**config.mk**
```make
export PLATFORM = sky130hd
export DESIGN_NAME = dual_line_addr_unit
export DESIGN_NICKNAME = d
export VERILOG_FILES = /design/src/rtl/dla_pkg.sv /design/src/rtl/dla_addr_ctr.sv /design/src/rtl/dla_view_off.sv /design/src/rtl/dual_line_addr_unit.sv
export SDC_FILE = /design/constraint.sdc
export NUM_CORES = 1
export LEC_CHECK = 0
export ABC_AREA = 1
export CAP_MARGIN = 10
export CORE_AREA = 2 2 73 75
export CTS_CLUSTER_SIZE = 12
export DETAILED_ROUTE_END_ITERATION = 6
export DIE_AREA = 0 0 75 77
export DONT_BUFFER_PORTS = 1
export SLEW_MARGIN = 20
export SYNTH_ARGS = -nofsm -noshare
export SYNTH_HDL_FRONTEND = slang
export SYNTH_SLANG_ARGS = --single-unit
export TNS_END_PERCENT = 50
```
**constraint.sdc**
```tcl
create_clock -name clk -period 4.35 [get_ports clk]
set_input_delay 0.87 -clock clk [delete_from_list [all_inputs] [get_ports clk]]
set_output_delay 0.87 -clock clk [all_outputs]
set_load 0.01 [all_outputs]
```
**src/rtl/dla_pkg.sv**
```systemverilog
package dla_pkg;
  localparam int LINE_LEN   = 40;
  localparam int LINE2_BASE = 'h40;
  localparam int AW = $clog2(LINE2_BASE + LINE_LEN);
  localparam int SW = $clog2(LINE_LEN);

  // One position forward or backward, jumping across the gap between lines.
  function automatic logic [AW-1:0] fn_ac_step(input logic [AW-1:0] a, input logic up,
                                               input int len, input int base2);
    logic [AW-1:0] last1, last2;
    last1 = AW'(len - 1);
    last2 = AW'(base2 + len - 1);
    if (up) begin
      if (a == last1)              return AW'(base2);
      else if (a == last2)         return '0;
      else                         return a + 1'b1;
    end else begin
      if (a == AW'(base2))         return last1;
      else if (a == '0)            return last2;
      else                         return a - 1'b1;
    end
  endfunction

  // Map any address to a legal one: the gap maps to line 2, past the end to 0.
  function automatic logic [AW-1:0] fn_ac_clamp(input logic [AW-1:0] a,
                                                input int len, input int base2);
    if (int'(a) < len)                return a;
    else if (int'(a) < base2)         return AW'(base2);
    else if (int'(a) < base2 + len)   return a;
    else                              return '0;
  endfunction

  // Offset step modulo the line length.
  function automatic logic [SW-1:0] fn_off_step(input logic [SW-1:0] s, input logic up,
                                                input int len);
    if (up) return (s == SW'(len - 1)) ? '0 : s + 1'b1;
    else    return (s == '0) ? SW'(len - 1) : s - 1'b1;
  endfunction
endpackage

```
**src/rtl/dla_addr_ctr.sv**
```systemverilog
module dla_addr_ctr
  import dla_pkg::*;
#(
  parameter int LEN   = LINE_LEN,
  parameter int BASE2 = LINE2_BASE,
  parameter int W     = AW
) (
  input  logic         clk,
  input  logic         rst_n,
  input  logic         zero_en,
  input  logic         load_en,
  input  logic [W-1:0] load_val,
  input  logic         step_en,
  input  logic         step_up,
  output logic [W-1:0] ac_q
);
  localparam logic [W-1:0] LAST1 = W'(LEN - 1);
  localparam logic [W-1:0] FIRST2 = W'(BASE2);
  localparam logic [W-1:0] LAST2 = W'(BASE2 + LEN - 1);

  always_ff @(posedge clk or negedge rst_n) begin
    if (!rst_n)        ac_q <= '0;
    else if (zero_en)  ac_q <= '0;
    else if (load_en)  ac_q <= fn_ac_clamp(load_val, LEN, BASE2);
    else if (step_en)  ac_q <= fn_ac_step(ac_q, step_up, LEN, BASE2);
  end

  wire plain_step = step_en && !zero_en && !load_en;

  AST_AC_LEGAL: assert property (@(posedge clk) disable iff (!rst_n)
    (ac_q <= LAST1) || (ac_q >= FIRST2 && ac_q <= LAST2));
  AST_AC_UP_CROSS: assert property (@(posedge clk) disable iff (!rst_n)
    plain_step && step_up && ac_q == LAST1 |=> ac_q == FIRST2);
  AST_AC_DN_WRAP: assert property (@(posedge clk) disable iff (!rst_n)
    plain_step && !step_up && ac_q == '0 |=> ac_q == LAST2);
  AST_AC_ZEROED: assert property (@(posedge clk) disable iff (!rst_n)
    zero_en |=> ac_q == '0);
endmodule

```
**src/rtl/dla_view_off.sv**
```systemverilog
module dla_view_off
  import dla_pkg::*;
#(
  parameter int LEN = LINE_LEN,
  parameter int W   = SW
) (
  input  logic         clk,
  input  logic         rst_n,
  input  logic         zero_en,
  input  logic         step_en,
  input  logic         step_up,
  output logic [W-1:0] off_q
);
  always_ff @(posedge clk or negedge rst_n) begin
    if (!rst_n)       off_q <= '0;
    else if (zero_en) off_q <= '0;
    else if (step_en) off_q <= fn_off_step(off_q, step_up, LEN);
  end

  AST_OFF_BELOW_LEN: assert property (@(posedge clk) disable iff (!rst_n)
    off_q < W'(LEN));
  AST_OFF_UP_WRAP: assert property (@(posedge clk) disable iff (!rst_n)
    step_en && !zero_en && step_up && off_q == W'(LEN - 1) |=> off_q == '0);
  AST_OFF_HOLD: assert property (@(posedge clk) disable iff (!rst_n)
    !step_en && !zero_en |=> $stable(off_q));
endmodule

```
**src/rtl/dual_line_addr_unit.sv**
```systemverilog
module dual_line_addr_unit
  import dla_pkg::*;
(
  input  logic          clk,
  input  logic          rst_n,
  input  logic          clear_req,
  input  logic          home_req,
  input  logic          aset_req,
  input  logic [AW-1:0] aset_val,
  input  logic          mv_req,
  input  logic          mv_disp,
  input  logic          mv_right,
  input  logic          ent_req,
  input  logic          ent_inc,
  input  logic          ent_shift,
  input  logic          wr_stb,
  input  logic          rd_stb,
  output logic [AW-1:0] ac,
  output logic [SW-1:0] view_off
);
  logic inc_q, autoshift_q;

  // Priority-resolved events
  wire ev_clear = clear_req;
  wire ev_home  = home_req && !clear_req;
  wire ev_aset  = aset_req && !clear_req && !home_req;
  wire ev_move  = mv_req && !clear_req && !home_req && !aset_req;
  wire ev_entry = ent_req && !clear_req && !home_req && !aset_req && !mv_req;
  wire ev_data  = (wr_stb || rd_stb) && !clear_req && !home_req && !aset_req
                  && !mv_req && !ent_req;
  wire ev_write = ev_data && wr_stb;
  wire ev_cur   = ev_move && !mv_disp;
  wire ev_view  = ev_move && mv_disp;

  wire ac_step_en  = ev_cur || ev_data;
  wire ac_step_up  = ev_cur ? mv_right : inc_q;
  wire off_step_en = ev_view || (ev_write && autoshift_q);
  wire off_step_up = ev_view ? !mv_right : inc_q;

  always_ff @(posedge clk or negedge rst_n) begin
    if (!rst_n) begin
      inc_q       <= 1'b1;
      autoshift_q <= 1'b0;
    end else if (ev_clear) begin
      inc_q       <= 1'b1;
    end else if (ev_entry) begin
      inc_q       <= ent_inc;
      autoshift_q <= ent_shift;
    end
  end

  dla_addr_ctr #(.LEN(LINE_LEN), .BASE2(LINE2_BASE), .W(AW)) u_ac (
    .clk(clk), .rst_n(rst_n),
    .zero_en(ev_clear || ev_home), .load_en(ev_aset), .load_val(aset_val),
    .step_en(ac_step_en), .step_up(ac_step_up), .ac_q(ac)
  );

  dla_view_off #(.LEN(LINE_LEN), .W(SW)) u_off (
    .clk(clk), .rst_n(rst_n),
    .zero_en(ev_clear || ev_home), .step_en(off_step_en), .step_up(off_step_up),
    .off_q(view_off)
  );

  AST_VIEW_KEEPS_AC: assert property (@(posedge clk) disable iff (!rst_n)
    ev_view |=> $stable(ac));
  AST_READ_NO_SHIFT: assert property (@(posedge clk) disable iff (!rst_n)
    ev_data && !wr_stb |=> $stable(view_off));
  AST_HOME_ZEROES: assert property (@(posedge clk) disable iff (!rst_n)
    home_req |=> ac == '0 && view_off == '0);
  AST_ENTRY_HOLDS: assert property (@(posedge clk) disable iff (!rst_n)
    ev_entry |=> $stable(ac) && $stable(view_off));
endmodule

```
==> out/metrics.yaml <==
final_util: 0.320
syn_area_per_cell_um2: 6.07
grt_pass1_vias: 1382
dieArea_mm2: 0.00578
path_clk_slew_ns: 0.07
gr-total-overflow: 0
p_sw_uw: 91.8
cts_made_buffers: 3
p_per_area_mw_per_mm2: 199
crit_type: "flip-flop to flip-flop"
cts.sinks: 15
syn_nets: 266
vdd_drop_max_uv: 103
clock_path_buffers: 2
met3_length_um: 205
setup_violations: 0
nets: 270
maxCapViolCount: 0
areaGrowthSynthToFinish_pct: 8.90
tightest_slew_ns: 0.489
viasPerCell: 4.70
drtPass1Iterations: 4
via_count: 1477
row_count: 26
top_layer: "met4"
diodes: 0
dp_cells: 310
antenna_left: 0
rsz0062_at_grt: "no"
ys_ff_latch: 15
drc: 0
finClkSkew_ns: 0.00195
n_fill_cell: 551
start_util: 0.294
cts_root_buf: "clkbuf_8"
multi_input_area_um2: 943
place_hpwl_mm: 2.86
critPathCaptureType: "flip-flop"
layout_min_cycle_time_ns: 1.80
hold_path.class: "primary input to asynchronous set/reset pin"
ff_latch_area_um2: 377
rrSetupSlack_ns: 2.55
timing.setup.tns_ns: 0
p_total_uw: 318
syn_inst: 241
maxSlewViolCount: 0
die_h_um: 77
cts_tree: "done"
die_w_um: 75
grt_max_degree: 16
syn-cell-area_mm2: 0.00146
antenna_found_initial: 0
clk_latency_ns: 0.24
postCtsHoldBufs: 0
drt_iter0_drc: 58
wl_mm: 3.64
place_congestion: 0.904
clock_power_share: 0.362
wire_per_inst_um: 11.6
worstPathMaxFanout: 8
arrival_ns: 1.93
core_area_mm2: 0.00498
yosys_warnings: 0
wl_met1_mm: 1.73
grt_usage: 0.137
drive_above_1_share: 0.0943
ios: 33
pwr-share-seq: 0.478
pwr-share-comb: 0.159
grt_pass1_wl_mm: 6.40
port_buffers: 0
relSlewSlack: 0.671
fin_cells: 314
sw_frac_of_total: 0.289
finalHoldViolations: 0
cts_max_level: 1
clock.fmax_mhz: 557
p_leak_nw: 0.851
post_cts_resized: 0
wl_met2_mm: 1.65
critPathLaunchType: "flip-flop"
fin_crit_sh: 0.413
intPower_uw: 226
outcome: "completed"
ys_seq_area_frac: 0.257
yosysUniqueCellTypes: 25
cts_post_setup_buffers_inserted: 0
cp.required_ns: 4.49
[worst paths after layout]
check / startpoint / endpoint / cells after the start
setup / recovery: u_ac.ac_q[0] / u_ac.ac_q[3] / 10
hold / removal: rst_n / u_off.off_q[1] / 0
setup reg to reg: u_ac.ac_q[0] / u_ac.ac_q[3] / 10
hold reg to reg: inc_q / inc_q / 2
max in group asynchronous: rst_n / inc_q / 0
min in group clk: inc_q / inc_q / 2
[cell type report]
class / count / share of cell area
Multi-Input combinational cell: 188 / 0.592
Sequential cell: 15 / 0.236
Inverter: 37 / 0.0872
Tap cell: 70 / 0.0550
Clock buffer: 3 / 0.0259
Clock inverter: 1 / 0.00314
[worst max-delay path, cell delays in order (launching register included)]
cell and delay [ns]:
dfrtp_1 0.54, ha_1 0.31, nand2_1 0.13, nor2_1 0.18
nand2_1 0.14, nand2_1 0.09, a21oi_1 0.04, nand2_1 0.06
nand3_1 0.06, nand2_1 0.08, nand2_1 0.05
[state kept, by name, summed over array words and instances (netlist names)]
name and cells:
autoshift_q 1, u_ac.ac_q 7, u_off.off_q 6, inc_q 1
[layer usage]
layer	global-route usage	vias up
met5	0	-
li1	-	785
met1	0.205	649
met4	0.0482	0
met3	0.0105	4
met2	0.203	39
[cell families after synthesis]
logic type | after synthesis | share of synthesized area
xor+xnor | 4 | 0.0239
compound gates | 30 | 0.114
fa+ha+maj | 5 | 0.0428
buf+inv | 38 | 0.0975
flops | 15 | 0.257
simple gates | 148 | 0.457
mux | 1 | 0.00770
[through the flow]
step	cell area [um2]	hold WS [ns]	worst slack, ns
5_1_grt	1590	0.296	2.36
6_report	1590	0.313	2.55
3_5_place_dp	1550	0.489	2.35
2_1_floorplan	1460	0.469	2.55
4_1_cts	1590	0.305	2.56
3_3_place_gp	1550	0.497	2.36
[power by group through the flow]
stage	sequential, mW	combinational (mW)	clock [mW]
final	0.152	0.0506	0.115
after global routing	0.153	0.0587	0.125
after CTS	0.152	0.0505	0.118
after detailed placement	0.154	0.0505	0
after global placement	0.154	0.0502	0
after floorplan	0.152	0.0424	0
[Yosys cell counts]
cell type | instances | area share
a21oi_1 | 9 | 0.031
nand3_1 | 33 | 0.11
nand4_1 | 8 | 0.034
xor2_1 | 4 | 0.024
dfstp_2 | 1 | 0.018
nand2_2 | 1 | 0.0043
nand2_1 | 77 | 0.20
nor3_2 | 1 | 0.0068
o211ai_1 | 1 | 0.0051
nor3_1 | 1 | 0.0034
or2_2 | 2 | 0.0086
nor2_4 | 1 | 0.0077
o22ai_1 | 2 | 0.0086
nand2_4 | 1 | 0.0077
nor2_1 | 19 | 0.049
dfrtp_1 | 14 | 0.24
clkbuf_1 | 1 | 0.0026
nor2_2 | 1 | 0.0043
ha_1 | 5 | 0.043
nand3_2 | 3 | 0.021
o21ai_2 | 3 | 0.018
inv_2 | 4 | 0.010
o21ai_0 | 15 | 0.051
inv_1 | 33 | 0.085
mux2_2 | 1 | 0.0077
[placed cells by master, fill, tap and decap left out]
cell / Yosys / layout
clkbuf_8: 0 / 3
a21oi_1: 9 / 9
dfrtp_1: 14 / 14
nor2_2: 1 / 1
inv_1: 33 / 33
clkinv_2: 0 / 1
nor2_4: 1 / 1
nand3_2: 3 / 3
o21ai_0: 15 / 15
dfstp_2: 1 / 1
nand2_4: 1 / 1
nor3_2: 1 / 1
or2_2: 2 / 2
ha_1: 5 / 5
xor2_1: 4 / 4
nand3_1: 33 / 33
nand2_1: 77 / 77
nand4_1: 8 / 8
nor2_1: 19 / 19
o211ai_1: 1 / 1
o22ai_1: 2 / 2
nand2_2: 1 / 1
inv_2: 4 / 4
o21ai_2: 3 / 3
nor3_1: 1 / 1
mux2_2: 1 / 1
Note: power is estimated with default switching activity, not from simulation.
